## src/rtl/alu_pkg.sv

```systemverilog
`timescale 1ns/1ps
package alu_pkg;

  typedef enum logic [2:0] {
    ALU_AND = 3'b000,
    ALU_OR  = 3'b001,
    ALU_ADD = 3'b010,
    ALU_SUB = 3'b110,
    ALU_SLT = 3'b111
  } alu_op_e;

  // Codes with bit 2 set run the adder in subtract mode.
  function automatic logic op_subtracts(input logic [2:0] code);
    return code[2];
  endfunction

  // Signed less-than from the sign of the difference and the overflow.
  function automatic logic signed_less(input logic diff_sign, input logic diff_ovf);
    return diff_sign ^ diff_ovf;
  endfunction

  // Two's-complement overflow of x + y giving s, from the three sign bits.
  function automatic logic add_overflow(input logic x_msb, input logic y_msb,
                                        input logic s_msb);
    return (x_msb == y_msb) && (s_msb != x_msb);
  endfunction

endpackage

```

## src/rtl/alu_cla_group.sv

```systemverilog
`timescale 1ns/1ps
module alu_cla_group #(
  parameter int GROUP = 4
) (
  input  logic [GROUP-1:0] x,
  input  logic [GROUP-1:0] y,
  input  logic             cin,
  output logic [GROUP-1:0] sum,
  output logic             grp_gen,
  output logic             grp_prop
);

  logic [GROUP-1:0] bit_gen;
  logic [GROUP-1:0] bit_prop;
  logic [GROUP:0]   carry;

  assign bit_gen  = x & y;
  assign bit_prop = x | y;

  // Carries inside the group.
  always_comb begin
    carry[0] = cin;
    for (int j = 0; j < GROUP; j++) begin
      carry[j+1] = bit_gen[j] | (bit_prop[j] & carry[j]);
    end
  end

  assign sum = x ^ y ^ carry[GROUP-1:0];

  // Group generate and propagate, for the lookahead stage above.
  always_comb begin
    grp_gen  = 1'b0;
    grp_prop = 1'b1;
    for (int j = 0; j < GROUP; j++) begin
      grp_gen  = bit_gen[j] | (bit_prop[j] & grp_gen);
      grp_prop = grp_prop & bit_prop[j];
    end
  end

endmodule

```

## src/rtl/alu_adder.sv

```systemverilog
`timescale 1ns/1ps
module alu_adder #(
  parameter int WIDTH = 32,
  parameter int GROUP = 4
) (
  input  logic [WIDTH-1:0] x,
  input  logic [WIDTH-1:0] y,
  input  logic             cin,
  output logic [WIDTH-1:0] sum
);

  localparam int NGROUP = WIDTH / GROUP;

  logic [NGROUP-1:0] g_gen;
  logic [NGROUP-1:0] g_prop;
  logic [NGROUP:0]   g_carry;

  assign g_carry[0] = cin;

  for (genvar k = 0; k < NGROUP; k++) begin : g_grp
    alu_cla_group #(.GROUP(GROUP)) u_grp (
      .x        (x[k*GROUP +: GROUP]),
      .y        (y[k*GROUP +: GROUP]),
      .cin      (g_carry[k]),
      .sum      (sum[k*GROUP +: GROUP]),
      .grp_gen  (g_gen[k]),
      .grp_prop (g_prop[k])
    );
    assign g_carry[k+1] = g_gen[k] | (g_prop[k] & g_carry[k]);
  end

endmodule

```

## src/rtl/alu_bitwise.sv

```systemverilog
`timescale 1ns/1ps
module alu_bitwise #(
  parameter int WIDTH = 32
) (
  input  logic [WIDTH-1:0] x,
  input  logic [WIDTH-1:0] y,
  output logic [WIDTH-1:0] and_out,
  output logic [WIDTH-1:0] or_out
);

  assign and_out = x & y;
  assign or_out  = x | y;

endmodule

```

## src/rtl/alu_core.sv

```systemverilog
`timescale 1ns/1ps
module alu_core #(
  parameter int WIDTH = 32,
  parameter int GROUP = 4
) (
  input  logic [WIDTH-1:0] op_a,
  input  logic [WIDTH-1:0] op_b,
  input  logic [2:0]       op_sel,
  output logic [WIDTH-1:0] result,
  output logic             zero
);
  import alu_pkg::*;

  localparam int MSB = WIDTH - 1;

  // Named internal events, read by the bound checker.
  logic             sub_mode;
  logic [WIDTH-1:0] b_eff;
  logic [WIDTH-1:0] sum_w;
  logic             sub_ovf;
  logic             lt_flag;
  logic [WIDTH-1:0] and_w;
  logic [WIDTH-1:0] or_w;

  assign sub_mode = op_subtracts(op_sel);
  assign b_eff    = sub_mode ? ~op_b : op_b;

  alu_adder #(.WIDTH(WIDTH), .GROUP(GROUP)) u_adder (
    .x   (op_a),
    .y   (b_eff),
    .cin (sub_mode),
    .sum (sum_w)
  );

  alu_bitwise #(.WIDTH(WIDTH)) u_bitwise (
    .x       (op_a),
    .y       (op_b),
    .and_out (and_w),
    .or_out  (or_w)
  );

  assign sub_ovf = add_overflow(op_a[MSB], b_eff[MSB], sum_w[MSB]);
  assign lt_flag = signed_less(sum_w[MSB], sub_ovf);

  always_comb begin
    case (op_sel)
      ALU_AND: result = and_w;
      ALU_OR:  result = or_w;
      ALU_ADD: result = sum_w;
      ALU_SUB: result = sum_w;
      ALU_SLT: result = {{(WIDTH-1){1'b0}}, lt_flag};
      default: result = '0;
    endcase
  end

  assign zero = ~|result;

endmodule

```

## config.mk

```make
export PLATFORM = sky130hd
export DESIGN_NAME = alu_core
export DESIGN_NICKNAME = d
export VERILOG_FILES = /design/src/rtl/alu_pkg.sv /design/src/rtl/alu_cla_group.sv /design/src/rtl/alu_adder.sv /design/src/rtl/alu_bitwise.sv /design/src/rtl/alu_core.sv
export SDC_FILE = /design/constraint.sdc
export NUM_CORES = 1
export LEC_CHECK = 0
export ABC_AREA = 1
export BUFFER_PORTS_ARGS = -buffer_cell sky130_fd_sc_hd__buf_4
export CORE_MARGIN = 1.5
export CORE_UTILIZATION = 54
export DETAILED_ROUTE_END_ITERATION = 12
export PLACE_DENSITY = 0.9
export SYNTH_ARGS = -nofsm -noshare
export SYNTH_HDL_FRONTEND = slang
export SYNTH_SLANG_ARGS = --single-unit
```

## constraint.sdc

```tcl
create_clock -name vclk -period 11.2
set_input_delay 1.12 -clock vclk [all_inputs]
set_output_delay 1.12 -clock vclk [all_outputs]
set_load 0.01 [all_outputs]
```

# Word level (Yosys, flattened, before mapping)
# Cells that the tools add are included.
classes:
  eq_ne: 6
  muxes: 2
  n_reduce_logical: 5
  n_bitwise: 161
ops:
  columns: ["op", "count"]
  rows:
  - ["$pmux W32 S4", 1]
  - ["$and A1 B1 Y1", 73]
  - ["$xor A4 B4 Y4", 16]
  - ["$or A1 B1 Y1", 52]
  - ["$and A32 B32 Y32", 1]
  - ["$mux W32", 1]
  - ["$not A32 Y32", 1]
  - ["$or A32 B32 Y32", 1]
  - ["$reduce_or A32 Y1", 1]
  - ["$and A4 B4 Y4", 7]
  - ["$or A4 B4 Y4", 7]
  - ["$eq A3 B3 Y1 const B", 2]
  - ["$and A3 B3 Y3", 1]
  - ["$eq A3 B1 Y1 const B", 1]
  - ["$eq A3 B2 Y1 const B", 1]
  - ["$logic_not A3 Y1", 1]
  - ["$or A3 B3 Y3", 1]
  - ["$reduce_or A2 Y1", 1]
  - ["$eq A1 B1 Y1", 1]
  - ["$logic_and A1 B1 Y1", 1]
  - ["$logic_not A1 Y1", 1]
  - ["$ne A1 B1 Y1", 1]
  - ["$xor A1 B1 Y1", 1]
word_totals:
  word_cells: 174
  in_bits: 67
  regBits: 0
  out_inout_bits: 33

# Longest topological paths before layout
# Gate-level depths: netlist (run 1).
depth:
  word_depth: 35
  depth_mapped: 34

# By module
# Synthesis (run 1) repeated with hierarchy kept, for this count alone.
unflattened:
  cells_unflattened: 706
  hier_area_um2: 4001.3
modules_own_cells:
  columns: ["module", "cells_each", "n_inst", "area_each_um2", "seq_area_each_um2"]
  rows:
  - ["alu_cla_group", 37, 8, 265.3, 0.0]
  - ["alu_core", 229, 1, 1172.4, 0.0]
  - ["alu_bitwise", 160, 1, 600.6, 0.0]
  - ["alu_adder", 21, 1, 106.4, 0.0]

# Worst setup path after synthesis (run 1)
# No wires, ideal clock.
synth_path:
  path_type: "in2out"
  startpoint: "in op_sel[2]"
  endpoint: "out zero"
  slack_ns: 5.098
  arrival_ns: 4.982
  required_ns: 10.080
  stages: 27
  cell_sequence: "buf_4 -> clkbuf_1 -> xnor2_1 -> ha_1 -> nor4_1 -> nand2_1 -> nand2_2 -> nand2_1 -> nand2_2 -> nand2_1 -> nand2_2 -> nand2_1 -> nand2_1 -> nand2_1 -> nand2_2 -> nand2_1 -> nand2_1 -> fa_1 -> inv_1 -> fa_1 -> inv_1 -> fa_1 -> nand2_1 -> nand3_1 -> nor4_1 -> nand4_1 -> nor2_1"
synth_between:
  word_cells_on_any_way: 171
  classes_between: "eq/ne (6); mux (2); bitwise (158); reduce/logical (5)"
synth_lines:
  columns: ["item", "line_no", "source"]
  rows:
  - ["start, declared", "alu_core.sv:8", "input logic [2:0] op_sel,"]
  - ["$mux W32", "alu_core.sv:26", "assign b_eff = sub_mode ? ~op_b : op_b;"]
  - ["$or A4 B4 Y4 or $and A4 B4 Y4 (tied branches)", "alu_cla_group.sv:18, alu_cla_group.sv:17", null]
  - ["$and A1 B1 Y1", "alu_cla_group.sv:35", "grp_gen = bit_gen[j] | (bit_prop[j] & grp_gen);"]
  - ["$or A1 B1 Y1", "alu_cla_group.sv:35", null]
  - ["$and A1 B1 Y1", "alu_cla_group.sv:35", null]
  - ["$or A1 B1 Y1", "alu_cla_group.sv:35", null]
  - ["$and A1 B1 Y1", "alu_cla_group.sv:35", null]
  - ["$or A1 B1 Y1", "alu_cla_group.sv:35", null]
  - ["[14 not listed]", null, null]
  - ["$or A1 B1 Y1", "alu_cla_group.sv:24", "carry[j+1] = bit_gen[j] | (bit_prop[j] & carry[j]);"]
  - ["$and A1 B1 Y1", "alu_cla_group.sv:24", null]
  - ["$or A1 B1 Y1", "alu_cla_group.sv:24", null]
  - ["$xor A4 B4 Y4", "alu_cla_group.sv:28", "assign sum = x ^ y ^ carry[GROUP-1:0];"]
  - ["$pmux W32 S4 (*)", "alu_core.sv:46", "case (op_sel)"]
  - ["via result[30]", "alu_core.sv:9", "output logic [WIDTH-1:0] result,"]
  - ["$reduce_or A32 Y1 (*)", "alu_core.sv:56", "assign zero = ~|result;"]
  - ["$logic_not A1 Y1 (*)", "alu_core.sv:56", null]
  - ["end, declared", "alu_core.sv:10", "output logic zero"]
# Mark *: on every way through the listed nets, which the timed path passes. The rest lies on a longest branch.

# Final worst setup path (run 1)
layout_path:
  startpoint: "in op_sel[2]"
  endpoint: "out zero"
layout_between:
  elab_chain_len: 34
  word_cells_on_any_way: 171
  classes_between: "eq/ne (6); mux (2); bitwise (158); reduce/logical (5)"
layout_rtl:
  columns: ["item", "line_no", "source"]
  rows:
  - ["$mux W32", "alu_core.sv:26", null]
  - ["$or A4 B4 Y4 or $and A4 B4 Y4 (tied branches)", "alu_cla_group.sv:18, alu_cla_group.sv:17", null]
  - ["$and A1 B1 Y1", "alu_cla_group.sv:35", null]
  - ["$or A1 B1 Y1", "alu_cla_group.sv:35", null]
  - ["$and A1 B1 Y1", "alu_cla_group.sv:35", null]
  - ["$or A1 B1 Y1", "alu_cla_group.sv:35", null]
  - ["$and A1 B1 Y1", "alu_cla_group.sv:35", null]
  - ["$or A1 B1 Y1", "alu_cla_group.sv:35", null]
  - ["[18 not listed]", null, null]
  - ["$or A1 B1 Y1", "alu_cla_group.sv:24", null]
  - ["$xor A4 B4 Y4", "alu_cla_group.sv:28", null]
  - ["$ne A1 B1 Y1", "alu_pkg.sv:25", "return (x_msb == y_msb) && (s_msb != x_msb);"]
  - ["$logic_and A1 B1 Y1", "alu_pkg.sv:25", null]
  - ["$xor A1 B1 Y1", "alu_pkg.sv:19", "return diff_sign ^ diff_ovf;"]
  - ["$pmux W32 S4 (*)", "alu_core.sv:46", null]
  - ["$reduce_or A32 Y1 (*)", "alu_core.sv:56", null]
  - ["$logic_not A1 Y1 (*)", "alu_core.sv:56", null]
# Mark *: on every way between the ends. The rest lies on a longest branch, timed or not.

==> results.md, run 1 <==
- First-pass GRT wire length: approximately 12000 µm
- CP delay by family, top: simple AND/OR/NAND/NOR gates
- Leakage power: 0.00198 µW
- Top cell type by total area after synthesis: ha_1
- DR top layer: met4
- Post-synthesis cell count: approximately 410
- CLK BUF: 0
- Initial antenna violation count: 0
- Setup violators final: 0
- Share of cells above drive strength 1: 22.4%
- Chip Width: 75.6 µm
- Max-Slew Margin vs Limit: 27.9%
- Slew @ Worst Pin: 1.08 ns
- Max-Cap Viols: 0
- Nets: 644
- Largest net degree at the start of global routing: 33
- Total negative slack: 0 ns
- Cell row count: 26
- Post-CTS sizing: 0
- Critical Path AT: 5.51 ns
- Postcts setup bufs: 0
- Detailed-route via count: slightly above 3000
- N_diodes: 0
- Syn Area/Cell: 7.00 µm²
- Warnings, synthesis: 0
- Gp weighted congestion: between 0.8 and 0.9
- Max Fanout on Critical Path: 32
- Worst vdd ir: 0.0000304 V
- Detailed-route wire length: 7380 µm
- PortBufs: 100
- Top-area cell type share of the netlist area: around a quarter
- Min Hold Slack: about 2.6 ns
- FFs & Latches: 0
- Worst Setup SP: op_sel[2]
- Power per cell area: 53.6 nW/µm²
- Per-cell routed wire length: 13.0 µm
- Residual overflow from global routing: 0
- Endpoints failing hold: 0
- Crit path required time: just over 10 ns
- Via density: roughly 5.3
- Final std cells w/o fill: roughly 570
- Vias in the first global route: 2817
- CP dominant cell by count: nand2_1
- Crit path depth: 30
- Core area: 5110 µm²
- Register area: 0 µm²
- Worst Setup EP: zero
- Detail Route Antenna Nets: 0
- WP buf/inv: 6
- Final Util: 71.3%
- Slowest stage delay, CP: about 0.43 ns
- Post-layout min period: between 6 and 7 ns
- Endpoint type of the worst setup path: primary output
- Residual DRC: 0
- Setup CP Type: in2out
- Dpl cells: 566
- DR WL met3: 516 µm
- Initial drt markers: 124
- Max frequency: 0.151 GHz
- Hold_sp: op_a[13]
- Hold Buf Count CTS: 0
- Type of origin of the critical path: primary input
- Final worst path period share: 59.2%
- Post-synth top cells: 94 x inv_1, 56 x ha_1, 48 x nand3_1
- Die Span Y: 75.6 µm
- Layout area overhead: 27.9%
- WL met1: 3070 µm
- Post-DP HPWL: 6260 µm
- Count leader, synth: inv_1
- Fin. max-slew vios: 0
- Total track usage: 26.3%
- Worst hold-check path type: in2out
- WL met2: between 3000 and 4000 µm
- Crit-path slowest cell: buf_4
- Total die area: 5720 µm²
- Post-Syn Nets: 553
- Pre-Repair DR Iteration Count: 4
- Post-synthesis sequential area ratio: 0%
- RSZ-0062 raised after global routing: false
- Synth unique cells: 27
- Starting density of the core: 55.8%
- Area contributors post-synth: ha_1 25%, fa_1 16%, inv_1 12%
- Total chip power: 195 µW
- Status: finished clean
- Io pins: 100
- Post-Syn Area: 2850 µm²
==> cells by family (layout without fill, tap and decap cells) <==
family          count (synthesis)  after routing  share of synthesized area (%)
xor+xnor                       34             34                           10.5
fa+ha+maj                      79             79                           40.8
simple gates                  117            117                           19.9
buf+inv                       107            196                           14.5
compound gates                 70             70                           14.4
==> stage by stage <==
stage	setup WS (ns)	instance area (µm²)
floorplan	5.10	2850
global placement	4.69	3640
detailed placement	4.59	3640
CTS	4.57	3640
global route	4.18	3640
finish	4.57	3640
==> tightest hold or removal path: stages <==
cell      delay [ns]
buf_4           0.11
a221oi_1        0.07
inv_1           0.07
buf_4           0.11
==> area by class of cell <==
class | instances | area, µm²
fill | 421 | 1460
inverter | 95 | 357
multi-input combinational | 300 | 2440
tap | 70 | 87.6
timing repair buffer | 101 | 758
==> cells in the final DEF (no fill, tap or decap), types with 11 or more instances in the layout <==
cell	Yosys	routed
buf_4	1	101
inv_1	94	94
ha_1	56	56
nand3_1	48	48
nand2_1	36	36
o21ai_0	31	31
xnor2_1	28	28
fa_1	23	23
a21oi_1	16	16
nor4_1	14	14
o211ai_1	11	11
==> worst min-delay path by stage <==
| stage | to | slack, ns | cells past startpoint |
|---|---|---|---|
| finish | result[13] | 2.60 | 4 |
| global route | result[1] | 2.63 | 4 |
| CTS | result[13] | 2.61 | 4 |
| detailed placement | result[13] | 2.61 | 4 |
| global placement | result[13] | 2.61 | 4 |
| floorplan | result[13] | 2.39 | 2 |
==> layer usage <==
metal  global-route usage [%]  vias up
met1                     32.6     1413
met3                     1.72       10
met2                     50.5      113
met4                     4.17        0
li1                         -     1488
met5                        0        -
==> report_power, final <==
part           switching, µW  internal, µW  leakage (µW)
clock network              0             0             0
logic                    106          88.8       0.00198
registers                  0             0             0
total                    106          88.8       0.00198
No activity file was read; power rests on OpenSTA's default activity.
==> run 2: changes to the inputs <==
CORE_UTILIZATION = 49   (was 54)
PLACE_DENSITY = 0.86   (was 0.9)
clock period = 5.44 ns   (was 11.2 ns; I/O delays follow)
==> results.md, run 2 (same netlist as run 1, synthesis figures left out) <==
- Share of cells above drive strength 1: a little under a quarter
- Final Cell Area: roughly 3700 µm²
- Gr busiest metal: met2
- RSZ-0062 raised after global routing: false
- Vias in the first global route: 3032
- Core area: around 5600 µm²
- Met2 Use GR: 47.2%
- Layout area overhead: 29.2%
- PortBufs: 100
- FFs & Latches: 0
- Hold path depth: 4
- Largest net degree at the start of global routing: 30
- Pre-Repair DR Iteration Count: 4
- Register area: 0 µm²
- Type of origin of the critical path: primary input
- Max-Slew Margin vs Limit: between 10% and 20%
- Chip Width: 79.3 µm
- Fin. max-slew vios: 0
- Per-cell routed wire length: 13.9 µm
- WP buf/inv: 5
- Post-DP HPWL: around 6600 µm
- Critical Path AT: 4.59 ns
- Status: finished clean
- Gp weighted congestion: between 0.8 and 0.9
- GR met3 Demand/Resource: 2.87%
- CP delay by family, top: simple AND/OR/NAND/NOR gates
- Postcts setup bufs: 0
- CLK BUF: 0
- Io pins: 100
- Endpoints failing hold: 0
- Max Fanout on Critical Path: 16
- Slowest stage delay, CP: 0.44 ns
- Most common cell after layout, fill and taps aside: buf_4
- N_diodes: 0
- Most frequent cells in the layout: 102 x buf_4, 94 x inv_1, 56 x ha_1
- Hold_sp: op_b[8]
- Initial drt markers: 107
- Starting density of the core: between 50 and 60%
- Cell row count: 27
- Setup violators final: 0
- Via density: 5.33
- Worst vdd ir: 0.0000568 V
- Die Span Y: 79.3 µm
- CP dominant cell by count: nand2_1
- Total track usage: 25.2%
- Initial antenna violation count: 0
- Max frequency: roughly 0.19 GHz
- Slew @ Worst Pin: 1.27 ns
- Worst hold-check path type: in2out
- Setup CP Type: in2out
- Max-Cap Viols: 0
- M1 GR Usage: between 30% and 40%
- First-pass GRT wire length: 13100 µm
- Total die area: 6280 µm²
- Dpl cell area: 3660 µm²
- Leakage power: between 0.0015 and 0.002 µW
- Nets: ~650
- Post-layout min period: 5.13 ns
- Power per cell area: 111 nW/µm²
- Residual overflow from global routing: 0
- Detailed-route wire length: roughly 7900 µm
- Residual DRC: 0
- Hold EP: result[8]
- Endpoint type of the worst setup path: primary output
- Crit-path slowest cell: fa_1
- Crit path required time: 4.90 ns
- Final worst path period share: 94.4%
- Detailed-route via count: 3039
- Total negative slack: 0 ns
- Detail Route Antenna Nets: 0
## run 2: cell count changes in the layout (fill, tap and decap cells not counted)
cell	change
a311oi_1	-1
a311oi_2	+1
buf_4	+1
buf_6	+1
nor2_1	+1
nor2_2	-1
nor4_1	-1
nor4_2	+1
xnor2_1	-1
xnor2_2	+1
## run 2: area by class of cell
type / instances / area [µm²]
repair buffers: 103 / 777
well taps: 72 / 90.1
multi-input cells: 300 / 2460
inverters: 95 / 357
fillers: 489 / 1890
## run 2: metrics by stage
step	util, %	hold WS [ns]	power, µW	cells	setup WS, ns
after CTS	65.6	1.46	406	570	0.229
final	66.1	1.46	409	570	0.306
after global routing	66.1	1.49	459	570	0.00458
after detailed placement	65.6	1.46	403	570	0.232
after floorplan	-	1.24	237	407	0.490
after global placement	65.6	1.45	387	570	0.359
## run 2: worst max-delay path by stage
stage | from | end | cells after the start
final | op_sel[2] | zero | 29
after detailed placement | op_sel[2] | zero | 30
after floorplan | op_sel[2] | zero | 27
after global routing | op_sel[2] | zero | 29
after global placement | op_sel[2] | zero | 30
after CTS | op_sel[2] | zero | 30
## run 2: repair_timing
action                     in CTS  in global routing
hold buffers                    0                  0
resized for setup               0                  4
hold endpoints to repair        0                  0
setup endpoints to repair       0                  1
## run 2: where the power goes
part / total [µW] / internal [µW] / leakage [µW] / switching, µW
registers: 0 / 0 / 0 / 0
clock network: 0 / 0 / 0 / 0
logic: 409 / 185 / 0.00200 / 224
## run 2: layer usage
layer  routed length [µm]  up-vias
li1                     -     1487
met1                 3360     1429
met2                 3960      106
met3                  443       17
met4                  144        0
met5                    0        -
